<file path="config.mk">
export PLATFORM = sky130hd
export DESIGN_NAME = cfgHdrRegs
export DESIGN_NICKNAME = d
export VERILOG_FILES = /design/src/rtl/cfgHdrPkg.sv /design/src/rtl/cfgHdrCtrl.sv /design/src/rtl/cfgHdrDatapath.sv /design/src/rtl/cfgHdrRegs.sv
export SDC_FILE = /design/constraint.sdc
export NUM_CORES = 1
export LEC_CHECK = 0
export ABC_CLOCK_PERIOD_IN_PS = 1400
export BUFFER_PORTS_ARGS = -buffer_cell sky130_fd_sc_hd__buf_4
export CAP_MARGIN = 20
export CORE_MARGIN = 10
export CORE_UTILIZATION = 51
export CTS_CLUSTER_SIZE = 14
export DETAILED_ROUTE_END_ITERATION = 6
export PLACE_DENSITY = 0.76
export SLEW_MARGIN = 5
export SYNTH_ARGS = -nofsm -noshare
export SYNTH_HDL_FRONTEND = slang
export SYNTH_SLANG_ARGS = --single-unit
</file>
<file path="constraint.sdc">
create_clock -name clk -period 1.4 [get_ports clk]
set_input_delay 0.28 -clock clk [delete_from_list [all_inputs] [get_ports clk]]
set_output_delay 0.28 -clock clk [all_outputs]
set_load 0.005 [all_outputs]
</file>
<file path="src/rtl/cfgHdrPkg.sv">
package cfgHdrPkg;
  // Fixed by the type-0 header layout
  localparam int MAX_BARS     = 6;
  localparam int BAR_SEL_W    = 3;
  localparam int MISC_DW_IDX  = 3;
  localparam int BAR_BASE_IDX = 4;

  typedef struct packed {
    logic                 miscWr;
    logic                 miscRd;
    logic                 barWr;
    logic                 barRd;
    logic [BAR_SEL_W-1:0] barSel;
    logic [3:0]           byteEn;
  } cfgStrobe_t;

  function automatic logic [31:0] sizeMask(input int sizeLog2);
    return ~((32'd1 << sizeLog2) - 32'd1);
  endfunction
endpackage

</file>
<file path="src/rtl/cfgHdrCtrl.sv">
module cfgHdrCtrl
  import cfgHdrPkg::*;
#(
  parameter int IDX_W    = 6,
  parameter int NUM_BARS = 3
) (
  input  logic             cfgWrEn,
  input  logic             cfgRdEn,
  input  logic [IDX_W-1:0] cfgIdx,
  input  logic [3:0]       cfgByteEn,
  output cfgStrobe_t       strb
);
  localparam logic [IDX_W-1:0] MISC_IDX = IDX_W'(MISC_DW_IDX);
  localparam logic [IDX_W-1:0] BAR_LO   = IDX_W'(BAR_BASE_IDX);
  localparam logic [IDX_W-1:0] BAR_HI   = IDX_W'(BAR_BASE_IDX + NUM_BARS);

  logic             isMisc;
  logic             isBar;
  logic [IDX_W-1:0] barOff;

  always_comb begin
    isMisc = (cfgIdx == MISC_IDX);
    isBar  = (cfgIdx >= BAR_LO) && (cfgIdx < BAR_HI);
    barOff = cfgIdx - BAR_LO;

    strb.miscWr = cfgWrEn && isMisc;
    strb.miscRd = cfgRdEn && isMisc;
    strb.barWr  = cfgWrEn && isBar;
    strb.barRd  = cfgRdEn && isBar;
    strb.barSel = barOff[BAR_SEL_W-1:0];
    strb.byteEn = cfgByteEn;
  end
endmodule

</file>
<file path="src/rtl/cfgHdrDatapath.sv">
module cfgHdrDatapath
  import cfgHdrPkg::*;
#(
  parameter int NUM_MEM_BARS  = 2,
  parameter int MEM_SIZE_LOG2 = 12,
  parameter int IO_SIZE_LOG2  = 5
) (
  input  logic        clk,
  input  logic        rstN,
  input  cfgStrobe_t  strb,
  input  logic [31:0] cfgWrData,
  output logic [31:0] rdData,
  output logic [7:0]  latencyTimer
);
  localparam int          NUM_BARS = NUM_MEM_BARS + 1;
  localparam logic [31:0] MEM_MASK = sizeMask(MEM_SIZE_LOG2);
  localparam logic [31:0] IO_MASK  = sizeMask(IO_SIZE_LOG2);
  localparam logic [7:0]  CLS_A    = 8'h08;
  localparam logic [7:0]  CLS_B    = 8'h10;

  logic [7:0]  clsReg;
  logic [7:0]  latReg;
  logic [31:0] laneMask;
  logic [31:0] barView [NUM_BARS];
  logic [31:0] rdNext;

  always_comb begin
    for (int b = 0; b < 4; b++) laneMask[b*8 +: 8] = {8{strb.byteEn[b]}};
  end

  // Cache line size filter and latency timer
  always_ff @(posedge clk) begin
    if (!rstN) begin
      clsReg <= '0;
      latReg <= '0;
    end else if (strb.miscWr) begin
      if (strb.byteEn[0]) begin
        if (cfgWrData[7:0] == CLS_A)      clsReg <= CLS_A;
        else if (cfgWrData[7:0] == CLS_B) clsReg <= CLS_B;
        else                              clsReg <= '0;
      end
      if (strb.byteEn[1]) latReg <= cfgWrData[15:8];
    end
  end

  // BAR storage: memory BARs first, the I/O BAR last
  for (genvar g = 0; g < NUM_BARS; g++) begin : gBar
    localparam bit          IS_IO  = (g == NUM_BARS - 1);
    localparam logic [31:0] W_MASK = IS_IO ? IO_MASK : MEM_MASK;
    localparam logic [31:0] ATTR   = IS_IO ? 32'h0000_0001 : 32'h0000_0000;
    logic [31:0] barStore;

    always_ff @(posedge clk) begin
      if (!rstN) begin
        barStore <= '0;
      end else if (strb.barWr && (strb.barSel == BAR_SEL_W'(g))) begin
        barStore <= (barStore & ~laneMask) | (cfgWrData & laneMask & W_MASK);
      end
    end

    assign barView[g] = barStore | ATTR;
  end

  always_comb begin
    rdNext = '0;
    if (strb.miscRd) rdNext = {16'h0000, latReg, clsReg};
    if (strb.barRd) begin
      for (int i = 0; i < NUM_BARS; i++) begin
        if (strb.barSel == BAR_SEL_W'(i)) rdNext = barView[i];
      end
    end
  end

  always_ff @(posedge clk) begin
    if (!rstN) rdData <= '0;
    else       rdData <= rdNext;
  end

  assign latencyTimer = latReg;
endmodule

</file>
<file path="src/rtl/cfgHdrRegs.sv">
module cfgHdrRegs
  import cfgHdrPkg::*;
#(
  parameter int IDX_W         = 6,
  parameter int NUM_MEM_BARS  = 2,
  parameter int MEM_SIZE_LOG2 = 12,
  parameter int IO_SIZE_LOG2  = 5
) (
  input  logic             clk,
  input  logic             rstN,
  input  logic             cfgWrEn,
  input  logic             cfgRdEn,
  input  logic [IDX_W-1:0] cfgIdx,
  input  logic [3:0]       cfgByteEn,
  input  logic [31:0]      cfgWrData,
  output logic [31:0]      rdData,
  output logic [7:0]       latencyTimer
);
  localparam int NUM_BARS = NUM_MEM_BARS + 1;

  cfgStrobe_t strb;

  cfgHdrCtrl #(
    .IDX_W   (IDX_W),
    .NUM_BARS(NUM_BARS)
  ) ctrl_i (
    .cfgWrEn  (cfgWrEn),
    .cfgRdEn  (cfgRdEn),
    .cfgIdx   (cfgIdx),
    .cfgByteEn(cfgByteEn),
    .strb     (strb)
  );

  cfgHdrDatapath #(
    .NUM_MEM_BARS (NUM_MEM_BARS),
    .MEM_SIZE_LOG2(MEM_SIZE_LOG2),
    .IO_SIZE_LOG2 (IO_SIZE_LOG2)
  ) dp_i (
    .clk         (clk),
    .rstN        (rstN),
    .strb        (strb),
    .cfgWrData   (cfgWrData),
    .rdData      (rdData),
    .latencyTimer(latencyTimer)
  );
endmodule

</file>
==> results.yml, run 1 <==
global_route:
  met1_usage_pct: 22.5
  top_usage_layer: "met2"
  antenna_found_initial: 0
  use_met2_pct: 33.5
  grt_pass1_vias: 4884
  grt-ovfl-total: 0
  grt_first_pass_wirelength_um: 23800
  grt_max_degree: 71
  gr-usage-all-layers_pct: 19.3
  grt.met3_usage_pct: 5.20
final_layout:
  multi_input_area_um2: 2550
  layout-drive-gt1-share_pct: 26.4
  regArea_um2: 2740
  fillers: 767
  final_cell_mix: "dfxtp_1 (137), buf_4 (112), nand2_1 (86), mux2i_1 (68), a21oi_1 (47)"
  syn2layout_area_growth_pct: 30.5
  layout_commonest_cell: "dfxtp_1"
  fin_nets: 715
  finalNonFillerCells: 818
  diodes: 0
logic_synthesis:
  syn_area_um2: 5520
  synth_cell_types: 36
  synth_ff_type: "dfxtp_1"
  yosysTopAreaCellShare_pct: 49.7
  postSynth.asyncResetShare_pct: 0
  yosys_register_bits: 137
  synth-edff-count: 0
  syn_area_per_cell_um2: 9.68
  synth_area_leaders: "dfxtp_1 (50%), mux2i_1 (12%), nand2_1 (5.9%)"
  syn-instance-count: 570
  syn_nets: 616
  synth_top_cell_by_area: "dfxtp_1"
  yosys_warnings: 0
  synth-seq-area-share_pct: 49.7
detailed_routing:
  antenna_left: 0
  drt_pre_antenna_iters: 6
  vias: 4652
  drc: 0
  drt_iter0_drc: 325
  vias_per_cell: 5.69
  wirelength_um: 14800
  wl_per_cell_um: 18.1
die:
  coreArea_um2: 10400
  ios: 86
  dieWidth_um: 124
  die-area_um2: 15400
  fp-row-count: 37
  die_h_um: 124
  initial_core_util_pct: 52.9
cts:
  cts_tree: "yes"
  cts_buffers: 17
  post_cts_buffers: 0
  clkSlewWorstSetupHoldPaths_ns: 0.06
  ctsHoldBuffers: 0
  cts.sinks: 137
  clk-insertion-delay-late_ns: 0.52
  clockBufferDepth: 2
  htreeDepth: 4
  cts_resized: 0
  root_buffer: "clkbuf_8"
sta:
  slew_violations: 0
  skew_ns: 0.0110
  hold_viol_final: 0
  max_freq_mhz: 758
  setup_viol: 0
  worst_pin_slew_ns: 0.420
  maxSlewHeadroom_pct: 72.0
  tns_ns: 0
  grt_setup_unrepaired: "false"
  fin_crit_sh_pct: 94.2
  min_period_ns: 1.32
placement:
  routabilityCongestion: 0.867
  place_inst: 786
  dp_hpwl_um: 9940
  port_buffers: 85
power:
  seq_power_share_pct: 43.9
  combinationalPowerShare_pct: 6.3
  irDropWorstVdd_v: 0.000733
  p_per_area_nw_per_um2: 1240
  switching_power_uw: 1960
  power.leakage_uw: 0.00320
  p_sw_share_pct: 22.1
  p_int_uw: 6930
  p_clk_share_pct: 49.8
critical_path:
  crit_family: "flip-flops"
  cp_data_required_time_ns: 1.12
  crit_path_top_delay_cell: "dfxtp_1"
  cp-start-kind: "register"
  slowest_delay_ns: 0.38
  worstPathArrival_ns: 1.04
  r2r-start: "dp_i.gBar[0].barStore[8]"
  worstSetupPathType: "reg2out"
  worst-path-buf-inv: 1
  crit_path_start: "dp_i.latencyTimer[7]"
  cp_cell_sequence: "buf_4"
  end_kind: "output pin"
  path_max_fanout: 3
outcome:
  status: "finished, final reports clean"
hold_path:
  holdCritStartpoint: "cfgWrData[11]"
  hold_path.class: "in2reg"
flow_run:
  cap_violations: 0
-- per-layer routing --
metal / wire length, um / vias up
li1: - / 2232
met3: 913 / 26
met5: 0 / -
met1: 6060 / 2235
met4: 290 / 0
met2: 7530 / 159
-- stage by stage --
step	total power [uW]	cell area (um2)	util [%]	hold WS, ns	setup WS (ns)
global placement	4530	6610	63.5	0.418	-0.0831
detailed placement	4540	6610	63.5	0.424	-0.155
finish	8890	7200	69.1	0.0379	0.0814
CTS	8900	7200	69.1	0.0297	0.0790
floorplan	4270	5530	-	0.411	-0.0114
global route	9130	7200	69.1	0.0366	0.0267
-- kinds of logic after synthesis --
logic type	synth area share [%]
AOI/OAI and AO/OA	15.2
buffers and inverters	4.11
DFF	49.7
muxes	12.3
and+or+nand+nor	18.7
-- Yosys cell counts, drive strengths merged (13+ instances only) --
cell / instances
and3: 13
mux2i: 68
o21ai: 29
nand3: 27
nand2: 86
buf: 25
nor2: 23
clkbuf: 22
a2bb2oi: 20
dfxtp: 137
a21oi: 47
-- final cells by class --
cell class	count	share of cell area [%]
clock inverter	11	2.03
sequential	137	38.1
clock buffer	21	6.10
inverter	2	0.104
tap	136	2.36
multi-input combinational	384	35.4
timing repair buffer	127	15.9
-- power groups by stage --
stage                     Sequential, uW  Clock (uW)  Combinational [uW]
after detailed placement            3990           0                 546
after floorplan                     3990           0                 273
after global routing                3910        4630                 593
after CTS                           3910        4440                 552
after global placement              3990           0                 534
final                               3910        4430                 558
-- path summary, 6_finish.rpt --
kind,endpoint,slack [ns],cells past startpoint
max,latencyTimer[7],0.08,1
min,dp_i.latencyTimer[3],0.04,3
max reg2reg,dp_i.rdData[8],0.32,3
min reg2reg,dp_i.gBar[0].barStore[1],0.43,2
Note: power is estimated with default switching activity, not from simulation.
==> run 2, diff against run 1 <==
--- a/config.mk
+++ b/config.mk
@@ -5,7 +5,7 @@
 export SDC_FILE = /design/constraint.sdc
 export NUM_CORES = 1
 export LEC_CHECK = 0
-export ABC_CLOCK_PERIOD_IN_PS = 1400
+export ABC_CLOCK_PERIOD_IN_PS = 1120
 export BUFFER_PORTS_ARGS = -buffer_cell sky130_fd_sc_hd__buf_4
 export CAP_MARGIN = 20
 export CORE_MARGIN = 10
==> constraint.sdc (replaced) <==
create_clock -name clk -period 1.12 [get_ports clk]
set_input_delay 0.224 -clock clk [delete_from_list [all_inputs] [get_ports clk]]
set_output_delay 0.224 -clock clk [all_outputs]
set_load 0.005 [all_outputs]
==> run 2 against run 1 <==
  * The flow now finishes with violations (negative setup slack)
  * Worst setup slack lost 0.16 ns
  * Clock skew shrank 0.0019 ns
  * Cell count grew 2.7%
  * Count of clock-buffer cells in the layout shrank 1
  * Non-clock buffer count grew 22
  * Die area is the same
  * Routed wire length grew 6.4%
  * Utilization grew 3.4 points
  * Hold slack lost 0.034 ns
  * Critical path depth is the same
  * Sequential share of layout area shrank 1.3 points
  * Critical endpoint is now rdData[15]
==> results.yml, run 2 (synthesis gave the netlist of run 1 again) <==
critical_path:
  cp_cell_sequence: "buf_4"
  r2r_end: "dp_i.rdData[11]"
  path_depth: 1
  cp-start-kind: "register"
  worst-path-buf-inv: 1
  reg2reg_depth: 3
  end_kind: "output pin"
  slowest_delay_ns: 0.33
  cp-endpoint: "rdData[15]"
  r2r-start: "dp_i.gBar[0].barStore[11]"
  crit_path_start: "dp_i.rdData[15]"
  worstPathArrival_ns: 0.97
  crit_path_top_delay_cell: "dfxtp_1"
  cp_data_required_time_ns: 0.90
  crit_family: "flip-flops"
  path_max_fanout: 1
  reg2reg_slack_ns: 0.14
  worstSetupPathType: "reg2out"
sta:
  skew_ns: 0.00904
  fin_crit_sh_pct: 107
  tns_ns: -1.98
  hold_slack_ns: 0.00440
  min_period_ns: 1.20
  hold_viol_final: 0
  grt_setup_unrepaired: "true"
  slew_violations: 0
  max_freq_mhz: 835
  maxSlewHeadroom_pct: 67.4
  setup_slack_ns: -0.0783
  setup_viol: 40
  worst_pin_slew_ns: 0.490
hold_path:
  min_path_cells: 3
  hold_path.class: "in2reg"
detailed_routing:
  antenna_left: 0
  vias: 4884
  wirelength_um: 15700
  drt_iter0_drc: 435
  vias_per_cell: 5.81
  wl_per_cell_um: 18.7
  drt_pre_antenna_iters: 5
  drc: 0
cts:
  cts_tree: "yes"
  cts_buffers: 17
  clk-insertion-delay-late_ns: 0.52
  root_buffer: "clkbuf_8"
  clockBufferDepth: 2
  cts.sinks: 137
  htreeDepth: 4
  clkSlewWorstSetupHoldPaths_ns: 0.06
power:
  combinationalPowerShare_pct: 7.3
  p_clk_share_pct: 47.4
  power.leakage_uw: 0.00326
  p_per_area_nw_per_um2: 1430
  switching_power_uw: 2530
  p_sw_share_pct: 23.5
  p_int_uw: 8240
  seq_power_share_pct: 45.3
  irDropWorstVdd_v: 0.00100
global_route:
  grt_pass1_vias: 5093
  grt_first_pass_wirelength_um: 24900
  grt-ovfl-total: 0
  grt_max_degree: 33
  antenna_found_initial: 0
  gr-usage-all-layers_pct: 20.4
die:
  ios: 86
  coreArea_um2: 10400
  fp-row-count: 37
  initial_core_util_pct: 52.9
  dieWidth_um: 124
  die_h_um: 124
  die-area_um2: 15400
flow_run:
  cap_violations: 0
placement:
  routabilityCongestion: 0.866
  post-place-ws_ns: -0.344
  dp_hpwl_um: 10100
  post_dp_cell_area_um2: 6680
  port_buffers: 85
outcome:
  status: "finished with violations"
  violations: "negative setup slack"
final_layout:
  utilization_pct: 72.5
  syn2layout_area_growth_pct: 36.8
  fillers: 742
  layout_commonest_cell: "dfxtp_1"
  multi_input_area_um2: 2650
  stdcell_area_um2: 7550
  fin_nets: 737
  final_cell_mix: "dfxtp_1 (110), buf_4 (96), nand2_1 (86), mux2i_1 (68), a21oi_1 (36)"
  regArea_um2: 2780
  diodes: 0
  layout-drive-gt1-share_pct: 33.0
[run 2: cell count changes in the layout (fill, tap and decap cells not counted), sizes merged]
cell	before	now
buf	127	138
bufinv	3	1
clkbuf	21	20
clkinvlp	2	5
dlygate4sd3	0	11
[run 2: repair_timing]
item | in CTS | in global routing
endpoints found under the setup margin | 40 | 42
buffers inserted | 6 | 1
gates resized for setup | 28 | 32
endpoints found under the hold margin | 19 | 0
pin swaps | 0 | 3
hold buffers | 11 | 0
gates cloned | 0 | 0
[run 2: worst min-delay path by stage]
| stage | from | to |
|---|---|---|
| 2_1_floorplan | cfgWrData[12] | register |
| 3_3_place_gp | dp_i.gBar[1].barStore[4] | dp_i.gBar[1].barStore[4] |
| 3_5_place_dp | dp_i.gBar[1].barStore[3] | dp_i.gBar[1].barStore[3] |
| 4_1_cts | cfgWrData[30] | register |
| 5_1_grt | cfgWrData[19] | register |
| 6_report | cfgWrData[30] | register |
[run 2: layout make-up]
type                    count  share of cell area [%]
flip-flops and latches    137                    36.8
multi-input cells         384                    35.1
repair buffers            149                    18.7
clock buffers              20                    5.77
well taps                 136                    2.25
clock inverters            12                    1.34
inverters                   2                  0.0995
[run 2: metal layers]
metal	global-route usage, %	up-vias	routed length [um]
li1	-	2271	-
met2	35.0	216	7850
met4	9.50	0	575
met3	4.98	59	957
met5	0	-	0
met1	23.5	2338	6370
[run 2: through the flow]
step	total power (uW)	std cells
finish	10800	840
CTS	10800	839
detailed placement	5720	790
global placement	5700	790
floorplan	5370	570
global route	11000	840
[run 2: power by group through the flow]
stage,sequential [uW],clock (uW),combinational [uW]
5_1_grt,4880,5340,829
4_1_cts,4880,5130,763
2_1_floorplan,4990,0,380
3_5_place_dp,4990,0,728
3_3_place_gp,4990,0,710
6_report,4880,5100,787
